## src/rtl/wp_pkg.sv

```systemverilog
package wp_pkg;
    localparam int          DATA_W   = 32;
    localparam int          KEY_W    = 24;
    localparam int          SRC_W    = 16;
    localparam logic [23:0] UNLOCK_KEY = 24'h534D43;
endpackage

```

## src/rtl/wp_guard_bank.sv

```systemverilog
module wp_guard_bank
    import wp_pkg::*;
#(
    parameter int NUM_REGS = 8,
    parameter int ADDR_W   = 4
) (
    input  logic                             clk,
    input  logic                             rst_n,
    input  logic                             wr_en,
    input  logic [ADDR_W-1:0]                wr_addr,
    input  logic [DATA_W-1:0]                wr_data,
    input  logic                             protect,
    input  logic [ADDR_W-1:0]                rd_addr,
    output logic [DATA_W-1:0]                rd_val,
    output logic                             rd_hit,
    output logic                             blocked
);
    typedef struct packed {
        logic [NUM_REGS-1:0][DATA_W-1:0] regs;
    } bank_t;

    bank_t bank_d, bank_q;
    logic  wr_hit;

    always_comb begin
        bank_d = bank_q;
        wr_hit = 1'b0;
        rd_val = '0;
        rd_hit = 1'b0;
        for (int i = 0; i < NUM_REGS; i++) begin
            if (wr_addr == ADDR_W'(i)) begin
                wr_hit = 1'b1;
                if (wr_en && !protect) begin
                    bank_d.regs[i] = wr_data;
                end
            end
            if (rd_addr == ADDR_W'(i)) begin
                rd_hit = 1'b1;
                rd_val = bank_q.regs[i];
            end
        end
        blocked = wr_en && protect && wr_hit;
    end

    always_ff @(posedge clk or negedge rst_n) begin
        if (!rst_n) begin
            bank_q <= '0;
        end else begin
            bank_q <= bank_d;
        end
    end


    blocked_keeps_chk: assert property (@(posedge clk) disable iff (!rst_n)
        (wr_en && protect) |=> $stable(bank_q));

    for (genvar g = 0; g < NUM_REGS; g++) begin : g_open_chk

        open_write_chk: assert property (@(posedge clk) disable iff (!rst_n)
            (wr_en && !protect && wr_addr == ADDR_W'(g)) |=> bank_q.regs[g] == $past(wr_data));
    end
endmodule

```

## src/rtl/wp_mode_ctrl.sv

```systemverilog
module wp_mode_ctrl
    import wp_pkg::*;
(
    input  logic             clk,
    input  logic             rst_n,
    input  logic             upd,
    input  logic [KEY_W-1:0] key,
    input  logic             en_bit,
    output logic             protect
);
    typedef struct packed {
        logic en;
    } mode_t;

    mode_t mode_d, mode_q;

    always_comb begin
        mode_d = mode_q;
        if (upd && key == UNLOCK_KEY) begin
            mode_d.en = en_bit;
        end
    end

    always_ff @(posedge clk or negedge rst_n) begin
        if (!rst_n) begin
            mode_q <= '0;
        end else begin
            mode_q <= mode_d;
        end
    end

    assign protect = mode_q.en;


    key_loads_chk: assert property (@(posedge clk) disable iff (!rst_n)
        (upd && key == UNLOCK_KEY) |=> protect == $past(en_bit));


    bad_key_hold_chk: assert property (@(posedge clk) disable iff (!rst_n)
        (upd && key != UNLOCK_KEY) |=> $stable(protect));
endmodule

```

## src/rtl/wp_violation_log.sv

```systemverilog
module wp_violation_log
    import wp_pkg::*;
#(
    parameter int ADDR_W = 4
) (
    input  logic              clk,
    input  logic              rst_n,
    input  logic              viol,
    input  logic [ADDR_W-1:0] viol_src,
    input  logic              clr,
    output logic              flag,
    output logic [SRC_W-1:0]  src
);
    typedef struct packed {
        logic             flag;
        logic [SRC_W-1:0] src;
    } log_t;

    log_t log_d, log_q;

    always_comb begin
        log_d = log_q;
        if (viol) begin
            log_d.flag = 1'b1;
            log_d.src  = SRC_W'(viol_src);
        end else if (clr) begin
            log_d = '0;
        end
    end

    always_ff @(posedge clk or negedge rst_n) begin
        if (!rst_n) begin
            log_q <= '0;
        end else begin
            log_q <= log_d;
        end
    end

    assign flag = log_q.flag;
    assign src  = log_q.src;


    viol_capture_chk: assert property (@(posedge clk) disable iff (!rst_n)
        viol |=> flag && src == SRC_W'($past(viol_src)));


    read_clear_chk: assert property (@(posedge clk) disable iff (!rst_n)
        (clr && !viol) |=> !flag && src == '0);


    idle_hold_chk: assert property (@(posedge clk) disable iff (!rst_n)
        (!clr && !viol) |=> $stable(flag) && $stable(src));
endmodule

```

## src/rtl/keyed_write_protector.sv

```systemverilog
module keyed_write_protector
    import wp_pkg::*;
#(
    parameter int NUM_REGS = 8,
    localparam int ADDR_W  = $clog2(NUM_REGS + 2)
) (
    input  logic              clk,
    input  logic              rst_n,
    input  logic              wr_en,
    input  logic [ADDR_W-1:0] wr_addr,
    input  logic [31:0]       wr_data,
    input  logic              rd_en,
    input  logic [ADDR_W-1:0] rd_addr,
    output logic [31:0]       rd_data
);
    localparam logic [ADDR_W-1:0] MODE_A = ADDR_W'(NUM_REGS);
    localparam logic [ADDR_W-1:0] STAT_A = ADDR_W'(NUM_REGS + 1);

    logic              protect;
    logic              blocked;
    logic              bank_rd_hit;
    logic [31:0]       bank_rd_val;
    logic              stat_flag;
    logic [SRC_W-1:0]  stat_src;
    logic              mode_upd;
    logic              stat_clr;

    assign mode_upd = wr_en && (wr_addr == MODE_A);
    assign stat_clr = rd_en && (rd_addr == STAT_A);

    wp_guard_bank #(
        .NUM_REGS (NUM_REGS),
        .ADDR_W   (ADDR_W)
    ) bank_i (
        .clk     (clk),
        .rst_n   (rst_n),
        .wr_en   (wr_en),
        .wr_addr (wr_addr),
        .wr_data (wr_data),
        .protect (protect),
        .rd_addr (rd_addr),
        .rd_val  (bank_rd_val),
        .rd_hit  (bank_rd_hit),
        .blocked (blocked)
    );

    wp_mode_ctrl mode_i (
        .clk     (clk),
        .rst_n   (rst_n),
        .upd     (mode_upd),
        .key     (wr_data[31:8]),
        .en_bit  (wr_data[0]),
        .protect (protect)
    );

    wp_violation_log #(
        .ADDR_W (ADDR_W)
    ) log_i (
        .clk      (clk),
        .rst_n    (rst_n),
        .viol     (blocked),
        .viol_src (wr_addr),
        .clr      (stat_clr),
        .flag     (stat_flag),
        .src      (stat_src)
    );

    always_comb begin
        rd_data = '0;
        if (rd_en) begin
            if (bank_rd_hit) begin
                rd_data = bank_rd_val;
            end else if (rd_addr == MODE_A) begin
                rd_data = {31'd0, protect};
            end else if (rd_addr == STAT_A) begin
                rd_data = {8'd0, stat_src, 7'd0, stat_flag};
            end
        end
    end


    idle_read_zero_chk: assert property (@(posedge clk) disable iff (!rst_n)
        !rd_en |-> rd_data == '0);


    mode_not_logged_chk: assert property (@(posedge clk) disable iff (!rst_n)
        mode_upd |-> !blocked);
endmodule

```

## config.mk

```make
export PLATFORM = sky130hd
export DESIGN_NAME = keyed_write_protector
export DESIGN_NICKNAME = d
export VERILOG_FILES = /design/src/rtl/wp_pkg.sv /design/src/rtl/wp_guard_bank.sv /design/src/rtl/wp_mode_ctrl.sv /design/src/rtl/wp_violation_log.sv /design/src/rtl/keyed_write_protector.sv
export SDC_FILE = /design/constraint.sdc
export NUM_CORES = 1
export LEC_CHECK = 0
export BUFFER_PORTS_ARGS = -buffer_cell sky130_fd_sc_hd__clkbuf_2
export CORE_UTILIZATION = 46
export CTS_CLUSTER_SIZE = 28
export DETAILED_ROUTE_END_ITERATION = 10
export PLACE_DENSITY = 0.7
export SLEW_MARGIN = 20
export SYNTH_ARGS = -nofsm -noshare
export SYNTH_HDL_FRONTEND = slang
export SYNTH_SLANG_ARGS = --single-unit
```

## constraint.sdc

```tcl
create_clock -name clk -period 2.2 [get_ports clk]
set_clock_uncertainty 0.05 [all_clocks]
set_input_delay 0.55 -clock clk [delete_from_list [all_inputs] [get_ports clk]]
set_output_delay 0.55 -clock clk [all_outputs]
set_load 0.02 [all_outputs]
```

==> results of run 1 <==
[area by class of cell]
class,count,area (um2)
inverter,6,22.5
timing repair buffer,214,2420
multi-input combinational,583,6060
fill,1913,9560
tap,335,419
clock inverter,12,146
clock buffer,38,798
sequential,262,6560
[layout by cell type, fill, tap and decap left out, drive strengths merged, types with 7 or more instances in the layout]
cell type | synthesis | routed
dfrtp | 262 | 262
clkinv | 0 | 9
clkbuf | 17 | 113
nor2 | 16 | 16
nand3b | 28 | 28
nand2 | 22 | 22
buf | 52 | 138
a22oi | 20 | 20
o221ai | 24 | 24
o31ai | 7 | 7
mux2i | 30 | 30
nor2b | 9 | 9
a21oi | 15 | 15
o21ai | 53 | 53
mux2 | 262 | 262
a221oi | 35 | 35
[logic make-up after synthesis]
kind of cell | count (synthesis) | share of synthesized area (%)
AO/OA/AOI/OAI | 177 | 10.3
multiplexers | 292 | 26.7
buffers and inverters | 75 | 3.09
AND/OR/NAND/NOR | 114 | 6.07
flip-flops | 262 | 53.9
[worst paths after layout]
path / slack [ps] / cells after the start / start / endpoint
worst max-delay path: -440 / 8 / rd_addr[2] / rd_data[11]
worst min-delay path: 290 / 2 / wr_data[6] / bank_i.bank_q[102]
worst max register to register: 340 / 5 / mode_i.protect / bank_i.bank_q[109]
worst min register to register: 450 / 1 / bank_i.bank_q[73] / bank_i.bank_q[73]
max in group asynchronous: 930 / 3 / rst_n / bank_i.bank_q[253]
min in group asynchronous: 440 / 2 / rst_n / bank_i.bank_q[165]
[state kept, by name, indices dropped and copies added, names as in the netlist]
register / count
log_i.flag: 1
bank_i.bank_q: 256
log_i.src: 4
mode_i.protect: 1
[routing by layer]
metal  share of wire, %  wire length (um)
met1                 43             14400
met2                 50             16500
met3                4.2              1400
met4                2.7               908
met5                  0                 0
[power by group through the flow]
stage	Sequential, mW	Combinational [mW]	Clock [mW]
CTS	6.50	2.36	4.86
global placement	6.50	2.15	0
global route	6.69	2.68	5.05
floorplan	6.39	1.62	0
finish	6.56	2.48	4.79
detailed placement	6.56	2.23	0
[stage by stage]
stage                     TNS [ps]  total power, mW  setup slack [ps]  util (%)  hold slack [ps]
after floorplan              -1030             8.00              -101         -              204
after global placement      -12330             8.66              -490      54.7              420
after detailed placement    -12640             8.79              -532      54.7              422
after CTS                    -9360             13.7              -370      60.5              281
after global routing        -12780             14.4              -485      63.2              302
final                       -11320             13.8              -436      63.2              286
[repair_timing]
item	CTS	global route
setup endpoints to repair	32	32
gates cloned	0	9
hold buffers	1	0
resized for setup	106	61
buffers inserted	5	23
pin swaps	24	23
endpoints found under the hold margin	35	0
==> results_tabular.tex, run 1 <==
\begin{tabular}{lr}
\hline
Metric & Value \\
\hline
\multicolumn{2}{l}{\textbf{Timing}} \\
\quad Final number of max-transition violations & 0 \\
\quad Peak Freq & approximately 380 MHz \\
\quad Final critical-path share of the clock period & 120\% \\
\quad Worst-Margin Slew & between 600 and 700 ps \\
\quad Min setup slack post-route & -436 ps \\
\quad Final number of hold-violating endpoints & 0 \\
\quad Number of failing setup endpoints in the final timing report & 32 \\
\quad Headroom to the max-slew limit & about 60\% \\
\quad Minimum period implied by the final worst setup slack & between 2000 and 3000 ps \\
\quad Setup repair after global routing missed its margin & true \\
\multicolumn{2}{l}{\textbf{Power}} \\
\quad Leakage Power & 7.10 nW \\
\quad Power density cells & 843 mW/mm2 \\
\quad Internal power component & slightly above 10 mW \\
\quad Part of the power in the clock network & between 30 and 40\% \\
\quad Sequential share of power & 47.4\% \\
\quad Peak VDD IR & roughly 0.00072 V \\
\quad Proportion of power drawn by combinational gates & between 10\% and 20\% \\
\quad Net switching power of the design & $\sim$3.6 mW \\
\quad Proportion of total power due to net switching & around 26\% \\
\multicolumn{2}{l}{\textbf{Worst setup path}} \\
\quad Path type of the worst setup path & primary input to output pin \\
\quad Nature of the critical path startpoint & primary input \\
\quad Dominant delay contributor by cell family on the critical path & buffers and inverters \\
\quad Top fanout value on the critical path & 7 \\
\quad Worst path cell trace & buf\_6 -> buf\_12 -> nor4bb\_4 -> buf\_6 -> a221o\_1 -> o22ai\_2 -> a22oi\_2 -> clkbuf\_8 \\
\quad Arrival time of data at the critical path endpoint & $\sim$2000 ps \\
\quad Category of the worst setup path capture point & output pin \\
\quad Cell occurring most often along the worst timing path & sky130\_fd\_sc\_hd\_\_buf\_6 \\
\quad Slowest-stage cell, CP & sky130\_fd\_sc\_hd\_\_nor4bb\_4 \\
\quad CP bufs+invs & 4 \\
\quad Largest stage delay on the critical path & approximately 340 ps \\
\quad Data required time of the critical path & 1600 ps \\
\multicolumn{2}{l}{\textbf{Placement}} \\
\quad \# placed instances & $\sim$1400 \\
\quad Cell area after placement & between 0.01 and 0.015 mm2 \\
\quad Detail Placement HPWL & approximately 20000 um \\
\quad PortBufs & 75 \\
\quad Placer Congestion & about 0.81 \\
\multicolumn{2}{l}{\textbf{Logic synthesis}} \\
\quad Yosys warning total & 0 \\
\quad Top cells by area in the synthesized netlist & sky130\_fd\_sc\_hd\_\_dfrtp\_1 (54\%), sky130\_fd\_sc\_hd\_\_mux2\_2 (24\%), sky130\_fd\_sc\_hd\_\_a221oi\_1 (2.5\%) \\
\quad Count of mapped cells out of synthesis & 920 \\
\quad Top cells by instance count after synthesis & sky130\_fd\_sc\_hd\_\_dfrtp\_1 (262), sky130\_fd\_sc\_hd\_\_mux2\_2 (257), sky130\_fd\_sc\_hd\_\_o21ai\_0 (51) \\
\quad Sequential share of the synthesized area & between 50\% and 60\% \\
\quad Main synth FF type & sky130\_fd\_sc\_hd\_\_dfrtp\_1 \\
\quad Cell taking the most area after synthesis & sky130\_fd\_sc\_hd\_\_dfrtp\_1 \\
\quad EDFF count, synth & 0 \\
\quad Async set-or-reset flop fraction in the synthesized netlist & 100\% \\
\quad Net count of the mapped netlist & slightly below 1000 \\
\quad Mean post-synth cell area & roughly 13 um2 \\
\quad Flop and latch count out of synthesis & roughly 260 \\
\quad Top cell type's share of synthesized area & between 50 and 60\% \\
\quad Count of unique library cells instantiated by Yosys & 58 \\
\quad Most repeated cell in the gate-level netlist after synthesis & sky130\_fd\_sc\_hd\_\_dfrtp\_1 \\
\quad Synthesized area & roughly 0.012 mm2 \\
\multicolumn{2}{l}{\textbf{Finish}} \\
\quad ANT cells & 0 \\
\quad Syn-to-layout area delta & 34.9\% \\
\quad Number of standard cells in the layout, taps in and fillers out & between 1000 and 1500 \\
\quad Design Area, Final & 0.0164 mm2 \\
\quad Number of nets in the finished design & 1139 \\
\quad Fraction of layout cells with a size suffix above 1 & between 50\% and 60\% \\
\multicolumn{2}{l}{\textbf{Clock network}} \\
\quad Maximum clock path buffer count & 3 \\
\quad Clock tree from TritonCTS & built \\
\quad Clk\_lat worst skew & 540 ps \\
\quad Max H-tree Level & 1 \\
\quad Root buffer cell & sky130\_fd\_sc\_hd\_\_clkbuf\_16 \\
\quad Clock edge transition at the registers on the reported setup and hold paths & roughly 60 ps \\
\quad Num CTS Buffers & 28 \\
\quad CTS sink cnt & around 260 \\
\multicolumn{2}{l}{\textbf{Global route}} \\
\quad GRT overflow & 0 \\
\quad Maximum number of pins on one net before global-route repair & 74 \\
\quad Initial antenna violation count & 0 \\
\quad Busiest layer in global routing & met2 \\
\quad Met3 track demand over resource in global routing & approximately 3.1\% \\
\quad Number of global-route vias before repair & 8801 \\
\quad Met2 demand-to-capacity share in global routing & between 40\% and 50\% \\
\quad Global-route wire length before repair & just under 50000 um \\
\quad Global Route Usage Sum & between 20\% and 30\% \\
\quad Met1 Track Usage GR & 31.5\% \\
\multicolumn{2}{l}{\textbf{Route}} \\
\quad Count of TritonRoute iterations in the first routing pass & 5 \\
\quad Wire length per cell & 23.0 um \\
\quad Residual antenna-violating net count after detailed routing & 0 \\
\quad 1st-iter DRT viols & 574 \\
\quad Vias & between 8000 and 9000 \\
\quad Number of remaining DRC errors & 0 \\
\quad Vias per cell & just under 6 \\
\quad Wire length after detailed routing & between 30000 and 40000 um \\
\multicolumn{2}{l}{\textbf{Floorplan}} \\
\quad Die footprint & $\sim$0.027 mm2 \\
\quad Horiz. Die Dim & approximately 160 um \\
\quad Height of the die & 165 um \\
\quad Starting Density & approximately 47\% \\
\quad Core area & approximately 0.026 mm2 \\
\quad I/O Pins & 76 \\
\quad Std cell rows & 59 \\
\multicolumn{2}{l}{\textbf{Status}} \\
\quad Violations in the final reports & setup timing \\
\quad Result of the run & finished, violations left \\
\multicolumn{2}{l}{\textbf{Flow run}} \\
\quad Number of violations of the max-capacitance limit & 0 \\
\multicolumn{2}{l}{\textbf{Hold path}} \\
\quad Path class of the lowest-slack min-delay path & primary input to register \\
\hline
\end{tabular}
Power figures use the tool's default switching activity.
==> inputs of run 2 (changes only) <==
--- a/config.mk
+++ b/config.mk
@@ -9,8 +9,10 @@
 export CORE_UTILIZATION = 46
 export CTS_CLUSTER_SIZE = 28
 export DETAILED_ROUTE_END_ITERATION = 10
-export PLACE_DENSITY = 0.7
+export MAX_ROUTING_LAYER = met4
+export PLACE_DENSITY = 0.69
 export SLEW_MARGIN = 20
 export SYNTH_ARGS = -nofsm -noshare
 export SYNTH_HDL_FRONTEND = slang
+export SYNTH_HIERARCHICAL = 1
 export SYNTH_SLANG_ARGS = --single-unit
==> run 2 against run 1 <==
Net effect: the flow still finishes with violations (setup timing); worst hold slack hardly changed; synthesized cell count is 4.9% higher; wire length is 0.98% higher; largest power group unchanged; utilization is 3.6 points lower; non-clock buffer count is 7 lower; critical path depth is 2 lower; register-to-register slack hardly changed; highest routed layer unchanged; clock power is 0.8% higher; power is 2.8% higher.
==> results_tabular.tex, run 2 <==
\begin{tabular}{lr}
\hline
Metric & Value \\
\hline
\multicolumn{2}{l}{\textbf{Status}} \\
\quad Result of the run & finished, violations left \\
\quad Violations in the final reports & setup timing \\
\multicolumn{2}{l}{\textbf{Worst setup path}} \\
\quad Top fanout value on the critical path & 2 \\
\quad Category of the worst setup path capture point & output pin \\
\quad Nature of the critical path startpoint & register \\
\quad Data required time of the critical path & roughly 1600 ps \\
\quad Arrival time of data at the critical path endpoint & approximately 2100 ps \\
\quad R2R Setup Slk & 350 ps \\
\quad Path type of the worst setup path & register to output pin \\
\multicolumn{2}{l}{\textbf{Timing}} \\
\quad Final critical-path share of the clock period & 123\% \\
\quad Hold slack & about 290 ps \\
\quad Peak Freq & between 300 and 400 MHz \\
\quad Min setup slack post-route & -508 ps \\
\quad Minimum period implied by the final worst setup slack & 2710 ps \\
\quad Number of failing setup endpoints in the final timing report & 32 \\
\quad Setup repair after global routing missed its margin & true \\
\quad Final number of hold-violating endpoints & 0 \\
\quad Final number of max-transition violations & 0 \\
\multicolumn{2}{l}{\textbf{Global route}} \\
\quad Number of global-route vias before repair & about 9200 \\
\quad Global-route wire length before repair & between 50000 and 60000 um \\
\quad GRT overflow & 0 \\
\quad Maximum number of pins on one net before global-route repair & slightly above 70 \\
\quad Initial antenna violation count & 0 \\
\quad Global Route Usage Sum & between 20\% and 30\% \\
\multicolumn{2}{l}{\textbf{Finish}} \\
\quad Most common cell after layout, fill and taps aside & sky130\_fd\_sc\_hd\_\_dfrtp\_1 \\
\quad Fraction of layout cells with a size suffix above 1 & a little under three fifths \\
\quad ANT cells & 0 \\
\quad Design Area, Final & 0.0165 mm2 \\
\quad Final cell utilization of the core & about three fifths \\
\quad Max reg flops & roughly 260 \\
\quad Number of nets in the finished design & between 1000 and 1500 \\
\quad Highest-count cells in the layout ignoring fill and taps & sky130\_fd\_sc\_hd\_\_dfrtp\_1 (262), sky130\_fd\_sc\_hd\_\_mux2\_2 (250), sky130\_fd\_sc\_hd\_\_buf\_4 (68), sky130\_fd\_sc\_hd\_\_mux2\_4 (49), sky130\_fd\_sc\_hd\_\_clkbuf\_2 (41) \\
\quad Syn-to-layout area delta & 27.6\% \\
\quad Largest Register & bank\_i/bank\_q \\
\quad Layout fillers & 2184 \\
\multicolumn{2}{l}{\textbf{Clock network}} \\
\quad Clock edge transition at the registers on the reported setup and hold paths & about 60 ps \\
\quad Num CTS Buffers & 28 \\
\quad Clk\_lat worst skew & 550 ps \\
\quad Maximum clock path buffer count & 3 \\
\quad CTS sink cnt & $\sim$260 \\
\quad Root buffer cell & sky130\_fd\_sc\_hd\_\_clkbuf\_16 \\
\quad Clock tree from TritonCTS & built \\
\quad Max H-tree Level & 1 \\
\multicolumn{2}{l}{\textbf{Placement}} \\
\quad Cell area after placement & 0.0145 mm2 \\
\quad DP Worst Slack & -719 ps \\
\quad Detail Placement HPWL & 20900 um \\
\quad Placer Congestion & just under 0.9 \\
\quad PortBufs & 75 \\
\multicolumn{2}{l}{\textbf{Hold path}} \\
\quad Path class of the lowest-slack min-delay path & primary input to register \\
\multicolumn{2}{l}{\textbf{Floorplan}} \\
\quad Die footprint & approximately 0.029 mm2 \\
\quad Std cell rows & 61 \\
\quad Height of the die & between 150 and 200 um \\
\quad Core area & approximately 0.028 mm2 \\
\quad I/O Pins & 76 \\
\quad Starting Density & between 40\% and 50\% \\
\quad Horiz. Die Dim & 170 um \\
\multicolumn{2}{l}{\textbf{Route}} \\
\quad Number of remaining DRC errors & 0 \\
\quad 1st-iter DRT viols & $\sim$500 \\
\quad Residual antenna-violating net count after detailed routing & 0 \\
\quad Wire length per cell & 22.0 um \\
\quad Count of TritonRoute iterations in the first routing pass & 5 \\
\quad Vias & approximately 8700 \\
\quad Wire length after detailed routing & 33600 um \\
\quad Vias per cell & 5.70 \\
\multicolumn{2}{l}{\textbf{Logic synthesis}} \\
\quad Async set-or-reset flop fraction in the synthesized netlist & 100\% \\
\quad Sequential share of the synthesized area & around half \\
\quad EDFF count, synth & 0 \\
\quad Top cell type's share of synthesized area & between 50\% and 60\% \\
\quad Top cells by area in the synthesized netlist & sky130\_fd\_sc\_hd\_\_dfrtp\_1 (51\%), sky130\_fd\_sc\_hd\_\_mux2\_2 (22\%), sky130\_fd\_sc\_hd\_\_mux2\_4 (4.6\%) \\
\quad Yosys warning total & 6 \\
\quad Main synth FF type & sky130\_fd\_sc\_hd\_\_dfrtp\_1 \\
\quad Synthesized area & roughly 0.013 mm2 \\
\quad Flop and latch count out of synthesis & between 200 and 300 \\
\quad Count of mapped cells out of synthesis & between 900 and 1000 \\
\quad Count of unique library cells instantiated by Yosys & 54 \\
\quad Most repeated cell in the gate-level netlist after synthesis & sky130\_fd\_sc\_hd\_\_dfrtp\_1 \\
\quad Mean post-synth cell area & $\sim$13 um2 \\
\quad Cell taking the most area after synthesis & sky130\_fd\_sc\_hd\_\_dfrtp\_1 \\
\quad Top cells by instance count after synthesis & sky130\_fd\_sc\_hd\_\_dfrtp\_1 (262), sky130\_fd\_sc\_hd\_\_mux2\_2 (258), sky130\_fd\_sc\_hd\_\_mux2\_4 (40) \\
\multicolumn{2}{l}{\textbf{Power}} \\
\quad Peak VDD IR & 0.000620 V \\
\quad Power density cells & roughly 860 mW/mm2 \\
\quad Leakage Power & 7.47 nW \\
\multicolumn{2}{l}{\textbf{Flow run}} \\
\quad Number of violations of the max-capacitance limit & 0 \\
\hline
\end{tabular}
-- run 2: critical path: stages, from the launching register on --
cell and delay [ps]:
sky130_fd_sc_hd__dfrtp_1 370, sky130_fd_sc_hd__mux2_4 260, sky130_fd_sc_hd__a222oi_1 290, sky130_fd_sc_hd__buf_4 200
sky130_fd_sc_hd__o22ai_4 80, sky130_fd_sc_hd__a22o_1 230, sky130_fd_sc_hd__clkbuf_8 150
-- run 2: logic make-up after synthesis --
family / share of synthesized area (%)
muxes: 30.3
DFF: 50.5
AOI/OAI and AO/OA: 8.53
and+or+nand+nor: 5.90
buffers and inverters: 4.69
other: 0.0289
-- run 2: timing repair --
| item | 4_1_cts | 5_1_grt |
|---|---|---|
| pin swaps | 39 | 36 |
| gates cloned | 5 | 0 |
| hold buffers | 1 | 0 |
| endpoints found under the setup margin | 32 | 32 |
| endpoints found under the hold margin | 25 | 0 |
| buffers inserted | 19 | 6 |
| resized for setup | 138 | 67 |
-- run 2: area by class of cell --
cell class | instances | area (um2) | area share, %
clock buffer | 42 | 855 | 5.16
clock inverter | 8 | 95.1 | 0.575
inverter | 12 | 45.0 | 0.272
multi-input combinational | 622 | 6260 | 37.8
sequential | 262 | 6560 | 39.6
tap | 378 | 473 | 2.86
timing repair buffer | 207 | 2270 | 13.7
-- run 2: report_power, final --
group / leakage (nW) / internal (mW) / switching, mW / total, mW
clock: 0.465 / 2.90 / 1.93 / 4.83
combinational: 3.78 / 1.76 / 1.14 / 2.90
sequential: 3.22 / 5.92 / 0.576 / 6.49
-- run 2: through the flow --
stage	std cells	TNS, ps	total power [mW]
6_report	1531	-12470	14.2
5_1_grt	1531	-13880	14.8
4_1_cts	1527	-12690	14.2
3_5_place_dp	1453	-20890	9.12
3_3_place_gp	1453	-20340	8.98
2_1_floorplan	976	-4470	8.28
-- run 2: path summary, 6_finish.rpt --
check / startpoint / to / cells past startpoint
max in group asynchronous: rst_n / log_i/src[2] / 3
min in group asynchronous: rst_n / bank_i/bank_q[117] / 2
setup / recovery: bank_i/bank_q[14] / rd_data[14] / 6
setup reg to reg: mode_i/protect / bank_i/bank_q[218] / 4
hold / removal: wr_data[20] / bank_i/bank_q[244] / 2
hold reg to reg: bank_i/bank_q[215] / bank_i/bank_q[215] / 1
-- run 2: layer usage --
layer  global-route usage [%]  wire length (um)
met5                        -                 0
met4                     6.74               851
met3                     2.65              1320
met2                     39.5             16300
met1                     33.7             15100
==> inputs of run 3 (changes only) <==
--- a/config.mk
+++ b/config.mk
@@ -5,12 +5,14 @@
 export SDC_FILE = /design/constraint.sdc
 export NUM_CORES = 1
 export LEC_CHECK = 0
+export ABC_AREA = 1
 export BUFFER_PORTS_ARGS = -buffer_cell sky130_fd_sc_hd__clkbuf_2
 export CORE_UTILIZATION = 46
+export CTS_CLUSTER_DIAMETER = 120
 export CTS_CLUSTER_SIZE = 28
 export DETAILED_ROUTE_END_ITERATION = 10
 export MAX_ROUTING_LAYER = met4
-export PLACE_DENSITY = 0.69
+export PLACE_DENSITY = 0.7
 export SLEW_MARGIN = 20
 export SYNTH_ARGS = -nofsm -noshare
 export SYNTH_HDL_FRONTEND = slang
==> run 3 against run 2 <==
Net effect: clock power fell by 45%; the flow still finishes with violations (setup timing); synthesized area fell by 7.2%; critical path depth rose by 7; final cell count rose by 25%; worst hold slack improved by 6.6 ps; critical endpoint is now rd_data[0]; combinational power fell by 75%; global-route usage rose by 1.7 points; clock-buffer cell count fell by 29; first-iteration DRC count rose by 130%.
==> results_tabular.tex, run 3 <==
\begin{tabular}{lr}
\hline
Metric & Value \\
\hline
\multicolumn{2}{l}{\textbf{Global route}} \\
\quad Met2 demand-to-capacity share in global routing & 42.1\% \\
\quad Global-route wire length before repair & 53300 um \\
\quad Global Route Usage Sum & 26.4\% \\
\quad Met3 track demand over resource in global routing & around 2.6\% \\
\quad Met1 Track Usage GR & a little under two fifths \\
\quad Initial antenna violation count & 0 \\
\quad Number of global-route vias before repair & slightly below 10000 \\
\quad Busiest layer in global routing & met2 \\
\quad Maximum number of pins on one net before global-route repair & slightly above 80 \\
\quad GRT overflow & 0 \\
\multicolumn{2}{l}{\textbf{Worst setup path}} \\
\quad Category of the worst setup path capture point & output pin \\
\quad Path type of the worst setup path & primary input to output pin \\
\quad Endpoint of the lowest-slack register-to-register path & bank\_i/bank\_q[156] \\
\quad R2R Setup Slk & $\sim$420 ps \\
\quad Nature of the critical path startpoint & primary input \\
\quad Top fanout value on the critical path & 9 \\
\quad RR Startpoint & mode\_i/protect \\
\quad Arrival time of data at the critical path endpoint & between 1500 and 2000 ps \\
\quad Cell count of the worst reg-to-reg path & 5 \\
\quad Data required time of the critical path & about 1600 ps \\
\multicolumn{2}{l}{\textbf{Logic synthesis}} \\
\quad Top cells by instance count after synthesis & sky130\_fd\_sc\_hd\_\_nand2\_1 (419), sky130\_fd\_sc\_hd\_\_dfrtp\_1 (262), sky130\_fd\_sc\_hd\_\_o21ai\_0 (229) \\
\quad Count of unique library cells instantiated by Yosys & 25 \\
\quad EDFF count, synth & 0 \\
\quad Flop and latch count out of synthesis & 262 \\
\quad Async set-or-reset flop fraction in the synthesized netlist & 100\% \\
\quad Most repeated cell in the gate-level netlist after synthesis & sky130\_fd\_sc\_hd\_\_nand2\_1 \\
\quad Mean post-synth cell area & roughly 8 um2 \\
\quad Main synth FF type & sky130\_fd\_sc\_hd\_\_dfrtp\_1 \\
\quad Yosys warning total & 6 \\
\quad Top cells by area in the synthesized netlist & sky130\_fd\_sc\_hd\_\_dfrtp\_1 (54\%), sky130\_fd\_sc\_hd\_\_nand2\_1 (13\%), sky130\_fd\_sc\_hd\_\_o21ai\_0 (9.5\%) \\
\quad Cell taking the most area after synthesis & sky130\_fd\_sc\_hd\_\_dfrtp\_1 \\
\quad Sequential share of the synthesized area & between 50\% and 60\% \\
\quad Top cell type's share of synthesized area & a little over half \\
\quad Count of mapped cells out of synthesis & approximately 1500 \\
\quad Synthesized area & between 0.01 and 0.015 mm2 \\
\multicolumn{2}{l}{\textbf{Power}} \\
\quad Leakage Power & about 6.7 nW \\
\quad Peak VDD IR & between 0.0005 and 0.0006 V \\
\quad Power density cells & around 560 mW/mm2 \\
\multicolumn{2}{l}{\textbf{Clock network}} \\
\quad Root buffer cell & sky130\_fd\_sc\_hd\_\_clkbuf\_16 \\
\quad Clk\_lat worst skew & 480 ps \\
\quad Clock tree from TritonCTS & built \\
\quad Clock edge transition at the registers on the reported setup and hold paths & roughly 100 ps \\
\quad CTS sink cnt & roughly 260 \\
\quad Num CTS Buffers & 13 \\
\quad Maximum clock path buffer count & 3 \\
\quad Max H-tree Level & 1 \\
\multicolumn{2}{l}{\textbf{Floorplan}} \\
\quad Height of the die & about 160 um \\
\quad Die footprint & around 0.027 mm2 \\
\quad Horiz. Die Dim & around 160 um \\
\quad Core area & 0.0254 mm2 \\
\quad I/O Pins & 76 \\
\quad Starting Density & a little under half \\
\quad Std cell rows & 58 \\
\multicolumn{2}{l}{\textbf{Finish}} \\
\quad Number of nets in the finished design & 1626 \\
\quad Highest-count cells in the layout ignoring fill and taps & sky130\_fd\_sc\_hd\_\_nand2\_1 (407), sky130\_fd\_sc\_hd\_\_dfrtp\_1 (262), sky130\_fd\_sc\_hd\_\_o21ai\_0 (229), sky130\_fd\_sc\_hd\_\_nand3\_1 (131), sky130\_fd\_sc\_hd\_\_inv\_1 (106) \\
\quad Most common cell after layout, fill and taps aside & sky130\_fd\_sc\_hd\_\_nand2\_1 \\
\quad Fraction of layout cells with a size suffix above 1 & $\sim$17\% \\
\quad Max reg flops & 256 \\
\quad ANT cells & 0 \\
\quad Syn-to-layout area delta & 21.9\% \\
\quad Number of standard cells in the layout, taps in and fillers out & between 1500 and 2000 \\
\quad Largest Register & bank\_i/bank\_q \\
\multicolumn{2}{l}{\textbf{Hold path}} \\
\quad Worst min-delay path startpoint & wr\_addr[2] \\
\quad Depth of the worst hold-timing path & 3 \\
\quad Path class of the lowest-slack min-delay path & primary input to register \\
\quad End of the worst hold path & log\_i/src[2] \\
\multicolumn{2}{l}{\textbf{Timing}} \\
\quad Worst-Margin Slew & a little over 600 ps \\
\quad Min setup slack post-route & -284 ps \\
\quad Number of failing setup endpoints in the final timing report & 32 \\
\quad Headroom to the max-slew limit & roughly three fifths \\
\quad Setup repair after global routing missed its margin & true \\
\quad Minimum period implied by the final worst setup slack & between 2000 and 2500 ps \\
\quad Final critical-path share of the clock period & 113\% \\
\quad Final number of max-transition violations & 0 \\
\quad Final number of hold-violating endpoints & 0 \\
\quad Peak Freq & roughly 400 MHz \\
\multicolumn{2}{l}{\textbf{Route}} \\
\quad Vias & approximately 10000 \\
\quad Number of remaining DRC errors & 0 \\
\quad Vias per cell & around 5.5 \\
\quad Wire length after detailed routing & $\sim$33000 um \\
\quad 1st-iter DRT viols & between 1000 and 1500 \\
\quad Residual antenna-violating net count after detailed routing & 0 \\
\quad Count of TritonRoute iterations in the first routing pass & 5 \\
\quad Wire length per cell & 17.2 um \\
\multicolumn{2}{l}{\textbf{Placement}} \\
\quad Detail Placement HPWL & roughly 20000 um \\
\quad DP Worst Slack & -408 ps \\
\quad \# placed instances & between 1500 and 2000 \\
\quad PortBufs & between 70 and 80 \\
\quad Placer Congestion & 0.843 \\
\multicolumn{2}{l}{\textbf{Flow run}} \\
\quad Number of violations of the max-capacitance limit & 0 \\
\multicolumn{2}{l}{\textbf{Status}} \\
\quad Result of the run & finished, violations left \\
\quad Violations in the final reports & setup timing \\
\hline
\end{tabular}
## run 3: stage by stage
stage	utilization, %	setup TNS (ps)	total power [mW]	hold slack [ps]	instance area, um2
final	57.8	-6470	8.28	293	14700
after floorplan	-	-2.79	5.25	204	12200
after global placement	52.7	-9580	5.61	367	13400
after CTS	56.9	-6280	8.30	278	14500
after detailed placement	52.7	-10730	5.62	368	13400
after global routing	57.8	-9050	8.56	283	14700
## run 3: area by class of cell
class                      count  area (um2)
clock buffer                  13         325
clock inverter                 1        20.0
fill                        2265       10700
inverter                     111         439
multi-input combinational   1029        4990
sequential                   262        6560
tap                          330         413
timing repair buffer         165        1930
## run 3: worst max-delay path by stage
| stage | start | end | slack (ps) | cells after the start |
|---|---|---|---|---|
| 4_1_cts | rd_addr[1] | rd_data[25] | -240 | 11 |
| 5_1_grt | rd_addr[0] | rd_data[0] | -360 | 13 |
| 3_3_place_gp | rd_addr[0] | rd_data[31] | -360 | 11 |
| 3_5_place_dp | rd_addr[0] | rd_data[0] | -410 | 12 |
| 2_1_floorplan | rd_addr[3] | rd_data[0] | -2 | 10 |
| 6_report | rd_addr[0] | rd_data[0] | -280 | 13 |
## run 3: repair_timing
| item | 4_1_cts | 5_1_grt |
|---|---|---|
| endpoints found under the setup margin | 32 | 32 |
| pin swaps | 49 | 58 |
| hold endpoints to repair | 19 | 0 |
| cloned | 2 | 1 |
| hold buffers | 1 | 0 |
| buffers inserted | 14 | 1 |
| resized for setup | 123 | 54 |
## run 3: cell families (layout without fill, tap and decap cells)
logic type / count (synthesis) / count (layout) / share of synthesized area, %
flip-flops: 262 / 262 / 54.5
other: 1 / 12 / 0.0312
AND/OR/NAND/NOR: 760 / 761 / 27.6
AO/OA/AOI/OAI: 256 / 256 / 10.6
buffers and inverters: 213 / 290 / 7.28
## run 3: where the power goes
part	internal [mW]	total [mW]	switching (mW)	leakage, nW
Sequential	4.87	4.90	0.0323	3.63
Combinational	0.260	0.735	0.475	2.88
Clock	1.10	2.65	1.55	0.170
Total	6.23	8.28	2.05	6.68
## run 3: routing by layer
metal	vias up	part of all wire, %
li1	5014	-
met4	0	2.1
met5	-	0
met3	50	5.8
met1	5065	45
met2	329	47
## run 3: worst max-delay path, cell delays in order
cell	delay, ps
sky130_fd_sc_hd__clkbuf_16	150
sky130_fd_sc_hd__nand2_4	90
sky130_fd_sc_hd__inv_4	40
sky130_fd_sc_hd__buf_12	140
sky130_fd_sc_hd__nand3_2	60
sky130_fd_sc_hd__nand4_1	130
sky130_fd_sc_hd__nor2_2	110
sky130_fd_sc_hd__nand4_1	120
sky130_fd_sc_hd__nor2_1	110
sky130_fd_sc_hd__nor2_1	40
sky130_fd_sc_hd__nand2_1	130
sky130_fd_sc_hd__inv_1	60
sky130_fd_sc_hd__clkbuf_8	150
